--- src/rtl/rxw_pkg.sv ---
package rxw_pkg;
  typedef enum logic [2:0] {
    S_IDLE,
    S_FETCH,
    S_OFFER,
    S_WR_STAT,
    S_WR_OWN,
    S_STALL
  } walk_state_e;

  localparam int OWN_BIT    = 0;
  localparam int WRAP_BIT   = 1;
  localparam int DESC_BYTES = 8;
  localparam int STAT_OFS   = 4;
endpackage

--- src/rtl/rxw_cfg.sv ---
module rxw_cfg #(
  parameter int AW = 32
) (
  input  logic          clk,
  input  logic          rst_n,
  input  logic          base_we,
  input  logic [AW-1:0] base_wdata,
  input  logic          rx_enable,
  output logic [AW-1:0] base_q,
  output logic          start
);
  logic          en_q;
  logic [AW-1:0] base_d;
  logic          base_ld;

  always_comb begin
    base_ld = base_we && !rx_enable;
    base_d  = {base_wdata[AW-1:3], 3'b000};
    start   = rx_enable && !en_q;
  end

  always_ff @(posedge clk or negedge rst_n) begin
    if (!rst_n) begin
      base_q <= '0;
      en_q   <= 1'b0;
    end else begin
      en_q <= rx_enable;
      if (base_ld) base_q <= base_d;
    end
  end
endmodule

--- src/rtl/rxw_ring_ptr.sv ---
module rxw_ring_ptr #(
  parameter int AW       = 32,
  parameter int RING_MAX = 1024
) (
  input  logic          clk,
  input  logic          rst_n,
  input  logic          load,
  input  logic          step,
  input  logic          wrap_seen,
  input  logic [AW-1:0] base,
  output logic [AW-1:0] cur
);
  import rxw_pkg::*;
  localparam int IDX_W = (RING_MAX > 1) ? $clog2(RING_MAX) : 1;
  localparam logic [IDX_W-1:0] IDX_LAST = IDX_W'(RING_MAX - 1);

  logic [IDX_W-1:0] idx_q, idx_d;
  logic [AW-1:0]    cur_d;
  logic             upd;

  always_comb begin
    upd   = load || step;
    cur_d = cur;
    idx_d = idx_q;
    if (load) begin
      cur_d = base;
      idx_d = '0;
    end else if (step) begin
      if (wrap_seen || idx_q == IDX_LAST) begin
        cur_d = base;
        idx_d = '0;
      end else begin
        cur_d = cur + AW'(DESC_BYTES);
        idx_d = idx_q + 1'b1;
      end
    end
  end

  always_ff @(posedge clk or negedge rst_n) begin
    if (!rst_n) begin
      cur   <= '0;
      idx_q <= '0;
    end else if (upd) begin
      cur   <= cur_d;
      idx_q <= idx_d;
    end
  end
endmodule

--- src/rtl/rxw_ctrl.sv ---
module rxw_ctrl #(
  parameter int AW = 32,
  parameter int DW = 32
) (
  input  logic          clk,
  input  logic          rst_n,
  input  logic          rx_enable,
  input  logic          start,
  input  logic [AW-1:0] cur,
  output logic          mem_req,
  output logic          mem_we,
  output logic [AW-1:0] mem_addr,
  output logic [DW-1:0] mem_wdata,
  input  logic          mem_ack,
  input  logic [DW-1:0] mem_rdata,
  output logic          buf_valid,
  output logic [DW-1:0] buf_addr,
  input  logic          buf_done,
  input  logic [DW-1:0] buf_status,
  output logic          no_buf,
  output logic          step,
  output logic          wrap_seen
);
  import rxw_pkg::*;

  walk_state_e   state_q, state_d;
  logic [DW-1:0] word0_q, stat_q;
  logic          word0_ld, stat_ld;

  always_comb begin
    state_d  = state_q;
    word0_ld = 1'b0;
    stat_ld  = 1'b0;
    step     = 1'b0;
    case (state_q)
      S_IDLE:    if (start) state_d = S_FETCH;
      S_FETCH:   if (mem_ack) begin
                   word0_ld = 1'b1;
                   state_d  = mem_rdata[OWN_BIT] ? S_STALL : S_OFFER;
                 end
      S_OFFER:   if (buf_done) begin
                   stat_ld = 1'b1;
                   state_d = S_WR_STAT;
                 end
      S_WR_STAT: if (mem_ack) state_d = S_WR_OWN;
      S_WR_OWN:  if (mem_ack) begin
                   step    = 1'b1;
                   state_d = S_FETCH;
                 end
      S_STALL:   state_d = S_STALL;
      default:   state_d = S_IDLE;
    endcase
    if (!rx_enable) begin
      state_d  = S_IDLE;
      step     = 1'b0;
      word0_ld = 1'b0;
      stat_ld  = 1'b0;
    end
  end

  always_ff @(posedge clk or negedge rst_n) begin
    if (!rst_n) begin
      state_q <= S_IDLE;
      word0_q <= '0;
      stat_q  <= '0;
    end else begin
      state_q <= state_d;
      if (word0_ld) word0_q <= mem_rdata;
      if (stat_ld)  stat_q  <= buf_status;
    end
  end

  always_comb begin
    mem_req   = 1'b0;
    mem_we    = 1'b0;
    mem_addr  = cur;
    mem_wdata = word0_q;
    mem_wdata[OWN_BIT] = 1'b1;
    case (state_q)
      S_FETCH:   mem_req = 1'b1;
      S_WR_STAT: begin
        mem_req   = 1'b1;
        mem_we    = 1'b1;
        mem_addr  = cur + AW'(STAT_OFS);
        mem_wdata = stat_q;
      end
      S_WR_OWN:  begin
        mem_req = 1'b1;
        mem_we  = 1'b1;
      end
      default:   mem_req = 1'b0;
    endcase
    buf_valid = (state_q == S_OFFER);
    buf_addr  = {word0_q[DW-1:2], 2'b00};
    no_buf    = (state_q == S_STALL);
    wrap_seen = word0_q[WRAP_BIT];
  end
endmodule

--- src/rtl/rx_desc_walker.sv ---
module rx_desc_walker #(
  parameter int AW       = 32,
  parameter int DW       = 32,
  parameter int RING_MAX = 1024
) (
  input  logic          clk,
  input  logic          rst_n,
  input  logic          cfg_base_we,
  input  logic [AW-1:0] cfg_base_wdata,
  input  logic          rx_enable,
  output logic [AW-1:0] cur_desc,
  output logic          no_buf,
  output logic          mem_req,
  output logic          mem_we,
  output logic [AW-1:0] mem_addr,
  output logic [DW-1:0] mem_wdata,
  input  logic          mem_ack,
  input  logic [DW-1:0] mem_rdata,
  output logic          buf_valid,
  output logic [DW-1:0] buf_addr,
  input  logic          buf_done,
  input  logic [DW-1:0] buf_status
);
  logic [AW-1:0] base_q;
  logic          start, step, wrap_seen;

  rxw_cfg #(.AW(AW)) u_cfg (
    .clk(clk), .rst_n(rst_n), .base_we(cfg_base_we), .base_wdata(cfg_base_wdata),
    .rx_enable(rx_enable), .base_q(base_q), .start(start)
  );

  rxw_ring_ptr #(.AW(AW), .RING_MAX(RING_MAX)) u_ptr (
    .clk(clk), .rst_n(rst_n), .load(start), .step(step), .wrap_seen(wrap_seen),
    .base(base_q), .cur(cur_desc)
  );

  rxw_ctrl #(.AW(AW), .DW(DW)) u_ctrl (
    .clk(clk), .rst_n(rst_n), .rx_enable(rx_enable), .start(start), .cur(cur_desc),
    .mem_req(mem_req), .mem_we(mem_we), .mem_addr(mem_addr), .mem_wdata(mem_wdata),
    .mem_ack(mem_ack), .mem_rdata(mem_rdata), .buf_valid(buf_valid), .buf_addr(buf_addr),
    .buf_done(buf_done), .buf_status(buf_status), .no_buf(no_buf), .step(step),
    .wrap_seen(wrap_seen)
  );
endmodule


--- config.mk ---
export PLATFORM = sky130hd
export DESIGN_NAME = rx_desc_walker
export DESIGN_NICKNAME = d
export VERILOG_FILES = /design/src/rtl/rxw_pkg.sv /design/src/rtl/rxw_cfg.sv /design/src/rtl/rxw_ring_ptr.sv /design/src/rtl/rxw_ctrl.sv /design/src/rtl/rx_desc_walker.sv
export SDC_FILE = /design/constraint.sdc
export NUM_CORES = 1
export LEC_CHECK = 0
export BUFFER_PORTS_ARGS = -buffer_cell sky130_fd_sc_hd__buf_2
export CORE_MARGIN = 1.5
export CORE_UTILIZATION = 54
export DETAILED_ROUTE_END_ITERATION = 6
export GPL_TIMING_DRIVEN = 0
export PLACE_DENSITY = 0.84
export REMOVE_ABC_BUFFERS = 1
export SYNTH_ARGS = -nofsm -noshare
export SYNTH_HDL_FRONTEND = slang
export SYNTH_SLANG_ARGS = --single-unit
--- constraint.sdc ---
create_clock -name clk -period 4.07 [get_ports clk]
set_clock_uncertainty 0.1 [all_clocks]
set_input_delay 0.2035 -clock clk [delete_from_list [all_inputs] [get_ports clk]]
set_output_delay 0.2035 -clock clk [all_outputs]
set_load 0.01 [all_outputs]
# Yosys cells after proc, flatten, opt, wreduce, memory -nomap -nowiden
# Index checks and enable logic that the tools add are counted.
# word_totals
register_bits	139
in_bits	102
out_inout_bits	132
elab_cells	59
# op_classes
add_sub_neg	3
eq_ne	11
n_mux	26
reduce_logical	12
# ops
op	count
32-bit two-way mux	5
32-bit by 3-bit adder with 32-bit output (second input constant)	1
32-bit by 4-bit adder with 32-bit output (second input constant)	1
10-bit two-way mux	3
3-bit two-way mux	7
3-bit case mux with 6 select lines	1
3-bit != test (second input constant)	4
10-bit by 1-bit adder with 10-bit output (second input constant)	1
10-bit == test (second input constant)	1
1-bit two-way mux	10
3-bit by 2-bit == test with 1-bit output (second input constant)	2
3-bit == test (second input constant)	2
5-bit AND reduction	1
3-bit by 1-bit == test with 1-bit output (second input constant)	1
3-bit logical NOT	1
3-bit by 2-bit != test with 1-bit output (second input constant)	1
3-bit OR reduction	1
1-bit logical AND	2
1-bit logical NOT	2
1-bit logical OR	2
2-bit AND reduction	1
2-bit nonzero test	1
2-bit OR reduction	1

# Depth between registers and ports, before layout
# Gate-level depths: netlist of the first run.
# depth
ltp_word	5
mapped_depth	9
ltp_nobuf	6

# Hierarchy
# From an unflattened synthesis of the first run, not the netlist that was laid out.
# hier_totals
cells_unflattened	720
hier_area_um2	7388.3
# modules_own_cells
module	n_inst	cells_each	area_each_um2	seq_area_each_um2
rxw_ctrl	1	358	3658.5	1651.6
rxw_ring_ptr	1	294	2532.4	1051.0
rxw_cfg	1	68	1197.4	750.7

# Least setup slack after synthesis of the first run
# No wires, ideal clock.
# synth_timing
kind	reg2reg
startpoint	register u_ptr.cur[3]
endpoint	register u_ptr.cur[19]
setup_time_ps	137
t_arrival_ps	1832
t_required_ps	3833
setup_slack_ps	2001
path_stages_with_launch	10
path_buffers	3
synth_period_minus_slack_ps	2069
cell_sequence	dfrtp_1 > ha_1 > and3_1 > clkbuf_1 > and3_1 > clkbuf_1 > buf_2 > nand4_1 > o22ai_1 > a2bb2oi_1
# synth_via
elab_chain_len	4
# synth_lines
element	line	rtl
start: declaration	rxw_ring_ptr.sv:11	output logic [AW-1:0] cur
start signal: assignment	rxw_ring_ptr.sv:44	cur <= cur_d;
32-bit by 4-bit adder with 32-bit output	rxw_ring_ptr.sv:33	cur_d = cur + AW'(DESC_BYTES);
32-bit two-way mux	rxw_ring_ptr.sv:29	if (wrap_seen || idx_q == IDX_LAST) begin
32-bit two-way mux	rxw_ring_ptr.sv:28	end else if (step) begin
32-bit two-way mux	rxw_ring_ptr.sv:25	if (load) begin
# No other way between the ends. The select of a mux whose other input is x is not followed.
# A chain may end at the register's enable or synchronous reset.

# Worst setup path after layout of the first run
# layout_timing
startpoint	register u_ptr.idx_q[0]
endpoint	register u_ptr.idx_q[3]
# layout_via
elab_chain_len	5
elab_cells_between_ends	6
classes_between	add/sub: 1; eq/ne: 1; mux: 3; reduce/logical: 1
# layout_lines
element	line	rtl
start: declaration	rxw_ring_ptr.sv:17	logic [IDX_W-1:0] idx_q, idx_d;
start signal: assignment	rxw_ring_ptr.sv:45	idx_q <= idx_d;
parallel branches: the longest is 2 deep, another holds 10-bit by 1-bit adder with 10-bit output	--	
10-bit two-way mux (*)	rxw_ring_ptr.sv:29	
10-bit two-way mux (*)	rxw_ring_ptr.sv:28	
10-bit two-way mux (*)	rxw_ring_ptr.sv:25	
# Mark *: on every way between the ends. The select of a mux whose other input is x is not followed.

==> summary.txt, run 1 <==
Run status
  – Status: complete, no violations

Power
  – Leak: 0.004271 uW
  – Total chip power: 5223 uW
  – Maximum vdd drop: 0.3947 mV
  – Power Density: approximately 570 nW/um^2

Detailed routing
  – Remaining DRCs: 0
  – First-pass DRT Iterations: 5
  – Vias/cell: between 5 and 6
  – WL per Instance: roughly 20 um
  – Initial DRC Count: 468
  – Final wirelength: 20080 um
  – Via count: 5989
  – Remaining antenna violation count: 0

Clocking
  – CTS resizes: 0
  – Clock Latency Late Sink: 0.42 ns
  – CTS Buf Count: 17
  – CTS Buffer Depth: 2
  – Post-CTS setup repair buffer count: 0
  – Worst-path clk slew: 0.06 ns
  – CTS tree: done
  – Hold-fix buffers, CTS: 94
  – H-tree depth: 4
  – Root buffer cell: clkbuf_16
  – Clock sink total: 135

Setup path
  – Crit start category: flip-flop
  – Kind of critical path: reg -> reg
  – Worst Setup End Kind: flip-flop
  – Family with the most delay on the worst path: simple AND/OR/NAND/NOR gates
  – Buf/Inv on CP: 1
  – Crit-path max FO: 23
  – Critical Path AT: 3.44 ns
  – WP data required: between 4 and 5 ns
  – CP Depth: 7
  – Slowest cell on the critical path: and2_1
  – CP max stage delay: 0.88 ns
  – Cell chain of the critical path: ha_1 > nand3_2 > or3_1 > and2_1 > buf_16 > nand2_1 > o31ai_1
  – Reg2reg path depth: 7

Yosys
  – Sequential area share after synthesis: 0.5094
  – Synthesized netlist cell count: 585
  – Synthesized flop and latch total: around 140
  – Synth Warn #: 0
  – Mapped Avg Cell Area: 11.34 um^2
  – Synth cell types: 46
  – Post-synth EDFFs: 0
  – Synth Flop Type: dfrtp_1
  – Post-Syn Area: 6631 um^2
  – Post-synth ARST share: 1.000

Finish
  – Most common cell after layout, fill and taps aside: buf_2
  – Diodes inserted: 0
  – Most frequent cells in the layout: 222 x buf_2, 135 x dfrtp_1, 121 x mux2_2, 94 x dlygate4sd3_1, 36 x a21oi_1
  – Finished Cell Area: about 9200 um^2
  – Fraction of layout cells with a size suffix above 1: 0.4488
  – Layout Area Growth over Synthesis: 38.53%
  – Layout net count: between 900 and 1000

Floorplan
  – Core area: 12010 um^2
  – Die area: 12950 um^2
  – I/O pin total: 234
  – Starting Density: 0.5521
  – # rows: 40
  – Die Y-Extent: 113.8 um
  – Die X: 113.8 um

Placed design
  – Port buffer count: 223
  – Post-detail-place hpwl: about 12000 um
  – Placer congestion estimate: 0.8687
  – Area after DPL: 7735 um^2

GRT
  – Met3 Track Usage GR: 0.08023
  – Vias in the first global route: about 6000
  – GR Util met2: 0.5373
  – GR Util met1: 0.3929
  – GRT Residual Overflow: 0
  – Initial antenna violation count: 0
  – Gr busiest metal: met2
  – First-pass GRT wire length: 31730 um
  – Largest net degree at the start of global routing: 70
  – GRT Overall Usage: 0.3202

Timing
  – Slew at the pin closest to its max-slew limit: 1.417 ns
  – Unrepaired setup endpoints after global routing: false
  – Tmin final: approximately 3.2 ns
  – Final Setup Violations: 0
  – Max_slew headroom: 0.05509
  – Final hold violation count: 0
  – Fin crit share: 0.7920
  – Maximum clock frequency: 310.2 MHz
  – Max Slew Vio Count: 0

Worst hold path
  – Hold path depth: 4
  – Hold WC Path Type: in -> reg

Flow run
  – Max-cap viol count: 0
area by class of cell:
type	count	area, um^2
repair buffers	325	2193
multi-input cells	375	2904
fillers	719	2825
well taps	147	183.9
clock inverters	4	22.52
clock buffers	25	485.5
inverters	5	18.77
flip-flops and latches	135	3378
path summary, 6_finish.rpt:
check	from	to	slack (ns)
hold reg to reg	u_ctrl.stat_q[1]	u_ctrl.stat_q[1]	0.40
setup / recovery	u_ptr.idx_q[0]	u_ptr.idx_q[3]	0.85
max in group asynchronous	rst_n	u_ctrl.stat_q[8]	2.88
hold / removal	mem_rdata[0]	u_ctrl.state_q[1]	0.03
setup reg to reg	u_ptr.idx_q[0]	u_ptr.idx_q[3]	0.85
min in group asynchronous	rst_n	u_cfg.base_q[9]	0.25
sequential cells by signal, summed over array words and instances, names as in the netlist:
| register | flops |
|---|---|
| u_ctrl.state_q | 3 |
| u_ptr.idx_q | 10 |
| u_cfg.base_q | 29 |
| u_ptr.cur | 29 |
| u_cfg.en_q | 1 |
| u_ctrl.word0_q | 31 |
| u_ctrl.stat_q | 32 |
metrics by stage:
stage            util  instances  setup WS [ns]  TNS (ns)  hold slack (ns)
2_1_floorplan       -        515         0.5269         0          -0.1921
3_3_place_gp   0.6305        885        -0.6262    -38.72           0.3076
3_5_place_dp   0.6440        893         0.8940         0           0.1450
4_1_cts        0.7646       1016         0.8686         0         0.003677
5_1_grt        0.7648       1016         0.6162         0          0.03341
6_report       0.7648       1016         0.8466         0          0.02904
cell families after synthesis:
kind of cell	Yosys count	synth area share
adder cells (fa/ha/maj)	2	0.003773
multiplexers	129	0.2179
buffers and inverters	81	0.06019
AND/OR/NAND/NOR	131	0.1072
AO/OA/AOI/OAI	100	0.09302
XOR/XNOR	6	0.007924
flip-flops	135	0.5094
other	1	0.0005655
cell usage after synthesis, types with 5 or more instances:
cell / instances / area share
dfrtp_1: 135 / 0.51
mux2_2: 121 / 0.21
clkbuf_1: 40 / 0.023
a21oi_1: 37 / 0.028
nand3_1: 30 / 0.023
nand2_1: 28 / 0.016
o21ai_0: 26 / 0.020
nand4_1: 19 / 0.018
buf_2: 18 / 0.014
a2bb2oi_1: 13 / 0.017
buf_4: 11 / 0.012
nor2_1: 11 / 0.0062
and3_1: 10 / 0.0094
nor3_1: 8 / 0.0060
o22ai_1: 7 / 0.0066
mux2i_1: 6 / 0.0091
inv_1: 5 / 0.0028
o22a_1: 5 / 0.0066
xnor2_1: 5 / 0.0066
worst min-delay path, stage by stage:
cell and delay [ns]:
buf_2 0.11, nor3_1 0.05, a21oi_1 0.11, nor2_1 0.05
power breakdown:
group / internal, uW / switching, uW / total, uW
logic: 855 / 911 / 1770
registers: 1690 / 395 / 2090
clock network: 813 / 559 / 1370
total: 3360 / 1860 / 5220
per-layer routing:
metal  part of all wire  vias up  wire (um)
met3              0.083       63       1666
li1                   -     2631          -
met5                  0        -          0
met1               0.38     2920       7622
met4              0.034        0        692
met2               0.50      375      10100
Note: power is estimated with default switching activity, not from simulation.
==> run 2: changes to the inputs <==
--- a/config.mk
+++ b/config.mk
@@ -7,10 +7,10 @@
 export LEC_CHECK = 0
 export BUFFER_PORTS_ARGS = -buffer_cell sky130_fd_sc_hd__buf_2
 export CORE_MARGIN = 1.5
-export CORE_UTILIZATION = 54
+export CORE_UTILIZATION = 45
 export DETAILED_ROUTE_END_ITERATION = 6
 export GPL_TIMING_DRIVEN = 0
-export PLACE_DENSITY = 0.84
+export PLACE_DENSITY = 0.74
 export REMOVE_ABC_BUFFERS = 1
 export SYNTH_ARGS = -nofsm -noshare
 export SYNTH_HDL_FRONTEND = slang
==> constraint.sdc (replaced) <==
create_clock -name clk -period 2.7 [get_ports clk]
set_clock_uncertainty 0.1 [all_clocks]
set_input_delay 0.135 -clock clk [delete_from_list [all_inputs] [get_ports clk]]
set_output_delay 0.135 -clock clk [all_outputs]
set_load 0.01 [all_outputs]
==> run 2 against run 1 <==
Worst hold slack better by 0.13 ns; setup slack worse by 0.73 ns; count of clock-buffer cells in the layout is 3 lower; non-clock buffer count is 1 higher.
==> summary.txt, run 2 (synthesized netlist as in run 1, its figures left out) <==
Run status
  – Status: complete, no violations

Timing
  – Tmin final: between 2 and 3 ns
  – Unrepaired setup endpoints after global routing: false
  – Fin crit share: 0.9584
  – Max_slew headroom: 0.3348
  – Final hold violation count: 0
  – Max Slew Vio Count: 0
  – Slew at the pin closest to its max-slew limit: 0.9923 ns
  – Maximum clock frequency: 386.4 MHz
  – Hold slack: 0.1636 ns
  – Final Setup Violations: 0

Setup path
  – Worst Setup End Kind: flip-flop
  – Crit-path max FO: 12
  – WP data required: about 2.9 ns
  – Critical Path AT: roughly 2.8 ns
  – Crit start category: flip-flop
  – Kind of critical path: reg -> reg
  – Flop2flop setup slack: between 0.1 and 0.15 ns

Detailed routing
  – Remaining DRCs: 0
  – Final wirelength: 18240 um
  – Via count: 5764
  – Initial DRC Count: about 400
  – First-pass DRT Iterations: 5
  – Remaining antenna violation count: 0
  – Vias/cell: between 5 and 6
  – WL per Instance: 17.26 um

Clocking
  – Clock sink total: 135
  – Worst-path clk slew: 0.06 ns
  – Post-CTS setup repair buffer count: 0
  – Clock Latency Late Sink: approximately 0.41 ns
  – H-tree depth: 4
  – CTS Buffer Depth: 2
  – Root buffer cell: clkbuf_16
  – CTS tree: done
  – CTS Buf Count: 17

Floorplan
  – Die area: 15470 um^2
  – Die X: 124.4 um
  – I/O pin total: 234
  – # rows: 44
  – Die Y-Extent: around 120 um
  – Core area: 14480 um^2
  – Starting Density: 0.4580

Finish
  – Layout Area Growth over Synthesis: 41.02%
  – Most frequent cells in the layout: 222 x buf_2, 135 x dfrtp_1, 121 x mux2_2, 97 x dlygate4sd3_1, 36 x a21oi_1
  – Largest regs: u_ctrl.stat_q (32), u_ctrl.word0_q (31)
  – Most flop-heavy register: u_ctrl.stat_q
  – Fraction of layout cells with a size suffix above 1: 0.4548
  – Post-layout util: 0.6459
  – Most common cell after layout, fill and taps aside: buf_2
  – Layout net count: 964
  – Diodes inserted: 0
  – Largest register FFs: 32

GRT
  – Largest net degree at the start of global routing: 77
  – Initial antenna violation count: 1
  – First-pass GRT wire length: approximately 30000 um
  – GRT Residual Overflow: 0
  – Vias in the first global route: 5857
  – GRT Overall Usage: 0.2399

Placed design
  – Placer congestion estimate: 0.7777
  – Port buffer count: 223
  – Post-detail-place hpwl: 11190 um

Power
  – Leak: 0.004325 uW
  – Maximum vdd drop: 0.5987 mV
  – Power Density: 863.5 nW/um^2

Flow run
  – Max-cap viol count: 0

Worst hold path
  – Hold WC Path Type: in -> async
==> run 2: through the flow <==
step / cell area (um^2) / instances / setup TNS [ns] / power, uW / setup slack [ns]
after CTS: 9343 / 1057 / 0 / 8065 / 0.05667
after global routing: 9351 / 1057 / 0 / 8500 / 0.004955
final: 9351 / 1057 / 0 / 8075 / 0.1123
after global placement: 7620 / 922 / -279.34 / 5431 / -2.271
after floorplan: 6274 / 515 / -67.34 / 4377 / -0.8431
after detailed placement: 7750 / 928 / -6.322 / 5510 / -0.3366
==> run 2: metal layers <==
metal	wire length, um	vias up	track usage
met5	12	-	0
met4	320	2	0.07776
met3	1241	25	0.06873
met2	8901	262	0.3995
met1	7767	2831	0.3014
li1	-	2644	-
==> run 2: final timing paths <==
path / from / endpoint / cells past startpoint
worst max-delay path: u_ctrl.state_q[2] / u_ctrl.stat_q[11] / 5
min in group clk: cfg_base_we / u_cfg.base_q[14] / 3
max in group asynchronous: rst_n / u_ctrl.stat_q[10] / 3
worst max register to register: u_ctrl.state_q[2] / u_ctrl.stat_q[11] / 5
worst min-delay path: rst_n / u_ptr.cur[9] / 2
worst min register to register: u_ctrl.stat_q[14] / u_ctrl.stat_q[14] / 1
==> run 2: timing repair <==
| item | 4_1_cts | 5_1_grt |
|---|---|---|
| endpoints found under the hold margin | 155 | 0 |
| hold buffers | 97 | 0 |
| endpoints found under the setup margin | 34 | 36 |
| resized for setup | 3 | 2 |
==> run 2: power by group <==
group	internal, uW	leakage, uW	switching (uW)
clock network	1530	0.000293	878
registers	2550	0.00165	561
logic	1270	0.00238	1290
==> run 2: cell type report <==
| type | instances | area, um^2 |
|---|---|---|
| fill | 1103 | 5127 |
| sequential | 135 | 3378 |
| multi-input combinational | 375 | 2925 |
| timing repair buffer | 326 | 2181 |
| clock buffer | 22 | 474.2 |
| tap | 184 | 230.2 |
| clock inverter | 10 | 143.9 |
| inverter | 5 | 18.77 |
==> run 2: worst max-delay path, cell delays in order, from the launching register on <==
cell and delay [ns]:
dfrtp_1 0.47, nand2b_1 0.24, nor3_2 0.82, buf_6 0.28, buf_6 0.19, mux2_2 0.36
==> run 3: changes to the inputs <==
==> constraint.sdc (replaced) <==
create_clock -name clk -period 2.7 [get_ports clk]
set_clock_uncertainty 0.1 [all_clocks]
set_input_delay 0.54 -clock clk [delete_from_list [all_inputs] [get_ports clk]]
set_output_delay 0.54 -clock clk [all_outputs]
set_load 0.01 [all_outputs]
==> run 3 against run 2 <==
The flow now finishes with violations (hold timing); routed wire length shrank 10%; sequential cell count is the same; non-clock buffer count shrank 97; sequential power is essentially flat; cell area shrank 10%; register-to-register slack gained 0.06 ns; critical endpoint is now mem_wdata[5]; combinational power shrank 6%; via count shrank 7.4%; worst hold slack lost 0.17 ns.
==> summary.txt, run 3 (synthesized netlist as in run 1, its figures left out) <==
Run status
  – Status: complete, but fails checks
  – Violated checks: hold timing

Setup path
  – Cell chain of the critical path: nor2b_4 > nand2_4 > mux2_2 > buf_2
  – CP max stage delay: approximately 0.50 ns
  – Kind of critical path: reg -> out
  – Crit start category: flip-flop
  – Critical Path AT: 1.96 ns
  – WP data required: 2.06 ns
  – Crit-path max FO: 17
  – Slowest cell on the critical path: dfrtp_1
  – Worst Setup End Kind: primary output

Finish
  – Finished Cell Area: 8406 um^2
  – FF+latch area: 3378 um^2
  – Most flop-heavy register: u_ctrl.stat_q
  – Largest regs: u_ctrl.stat_q (32), u_ctrl.word0_q (31)
  – Layout Area Growth over Synthesis: 26.75%
  – Filler cell count: ~1200
  – Multi-input gate area: 2950 um^2
  – Fraction of layout cells with a size suffix above 1: 0.5135
  – Post-layout util: 0.5805
  – Most frequent cells in the layout: 222 x buf_2, 135 x dfrtp_1, 121 x mux2_2, 36 x a21oi_1, 30 x nand3_1
  – Most common cell after layout, fill and taps aside: buf_2
  – Finished Layout Cells: ~960
  – Diodes inserted: 0
  – Layout net count: between 800 and 900
  – Largest register FFs: 32

Clocking
  – Clock sink total: around 140
  – Root buffer cell: clkbuf_16
  – CTS Buf Count: 17
  – Clock Latency Late Sink: 0.42 ns
  – H-tree depth: 4
  – Post-CTS setup repair buffer count: 0
  – Worst-path clk slew: ~0.06 ns
  – Hold-fix buffers, CTS: 0
  – CTS tree: done
  – CTS Buffer Depth: 2

GRT
  – GR Util met1: 0.2753
  – Largest net degree at the start of global routing: 77
  – Initial antenna violation count: 1
  – Met3 Track Usage GR: 0.07861
  – Vias in the first global route: approximately 5200
  – Gr busiest metal: met2
  – GR Util met2: 0.3516
  – GRT Overall Usage: 0.2168
  – First-pass GRT wire length: 26880 um
  – GRT Residual Overflow: 0

Timing
  – Fin crit share: 0.9623
  – Max Slew Vio Count: 0
  – Max_slew headroom: 0.3795
  – Unrepaired setup endpoints after global routing: false
  – Slew at the pin closest to its max-slew limit: 0.9272 ns
  – Hold slack: -0.006946 ns
  – Final WS setup: 0.1018 ns
  – Final hold violation count: 3
  – Maximum clock frequency: approximately 380 MHz
  – Final Setup Violations: 0
  – Tmin final: 2.598 ns

Floorplan
  – Die area: between 15000 and 20000 um^2
  – Die Y-Extent: 124.4 um
  – Die X: 124.4 um
  – # rows: 44
  – I/O pin total: 234
  – Core area: 14480 um^2
  – Starting Density: 0.4580

Detailed routing
  – WL per Instance: between 15 and 20 um
  – Via count: 5337
  – First-pass DRT Iterations: 5
  – Final wirelength: 16430 um
  – Remaining DRCs: 0
  – Vias/cell: 5.554
  – Initial DRC Count: 339
  – Remaining antenna violation count: 0

Placed design
  – Port buffer count: roughly 220
  – Area after DPL: approximately 7700 um^2
  – Placer congestion estimate: 0.7777
  – Setup WS pre-CTS: -0.3366 ns
  – Post-detail-place hpwl: 11190 um
  – Placed Instances: 928

Power
  – Power Density: 939.6 nW/um^2
  – Leak: 0.003933 uW
  – Maximum vdd drop: between 0.6 and 0.7 mV
  – Total chip power: 7898 uW

Flow run
  – Max-cap viol count: 0

Worst hold path
  – Hold WC Path Type: in -> async
[run 3: cell count changes in the layout (fill, tap and decap cells not counted)]
| cell | previous run | this run |
|---|---|---|
| nand2_4 | 1 | 2 |
| nor3_2 | 2 | 1 |
| nor2b_1 | 3 | 2 |
| nor2b_4 | 1 | 2 |
| nor3_4 | 0 | 1 |
| dlygate4sd3_1 | 97 | 0 |
[run 3: what timing repair did]
action / in CTS / in global routing
setup endpoints to repair: 68 / 16
pin swaps: 1 / 0
hold endpoints to repair: 0 / 0
gates cloned: 1 / 0
gates resized for setup: 7 / 2
[run 3: stage by stage]
| stage | hold WS (ns) | setup TNS [ns] |
|---|---|---|
| 4_1_cts | 0.005093 | 0 |
| 6_report | -0.006946 | 0 |
| 2_1_floorplan | 0.1444 | -70.61 |
| 5_1_grt | 0.03205 | 0 |
| 3_5_place_dp | 0.3795 | -7.147 |
| 3_3_place_gp | 0.3751 | -373.35 |
[run 3: layout make-up]
type,count,share of cell area
clock buffers,22,0.05642
clock inverters,10,0.01712
inverters,5,0.002233
multi-input cells,376,0.3510
flip-flops and latches,135,0.4019
well taps,184,0.02739
repair buffers,229,0.1439
[run 3: final timing paths]
path	startpoint	endpoint	slack [ns]	depth (start not counted)
setup / recovery	u_ctrl.state_q[1]	mem_wdata[5]	0.10	4
hold / removal	rst_n	u_ptr.cur[9]	-0.007	1
setup reg to reg	u_ctrl.state_q[0]	u_ctrl.word0_q[12]	0.17	5
hold reg to reg	u_ctrl.stat_q[14]	u_ctrl.stat_q[14]	0.39	1
max in group asynchronous	rst_n	u_ctrl.word0_q[25]	1.74	2
min in group clk	buf_status[13]	u_ctrl.stat_q[13]	0.25	2
[run 3: routing by layer]
layer	part of all wire	routed length, um
met5	0.00067	11
met4	0.0089	147
met3	0.077	1264
met2	0.48	7963
met1	0.43	7039
[run 3: power breakdown]
group	total (uW)	internal, uW	switching, uW	leakage [uW]
Sequential	3080	2550	538	0.00165
Combinational	2400	1170	1230	0.00199
Clock	2410	1530	879	0.000293
Total	7900	5250	2650	0.00393
[run 3: worst max-delay path: cells and delay by family (launching register included)]
family	cells	cell delay, ns
AND/OR/NAND/NOR	2	0.52
flip-flops	1	0.50
multiplexers	1	0.37
buffers and inverters	1	0.14
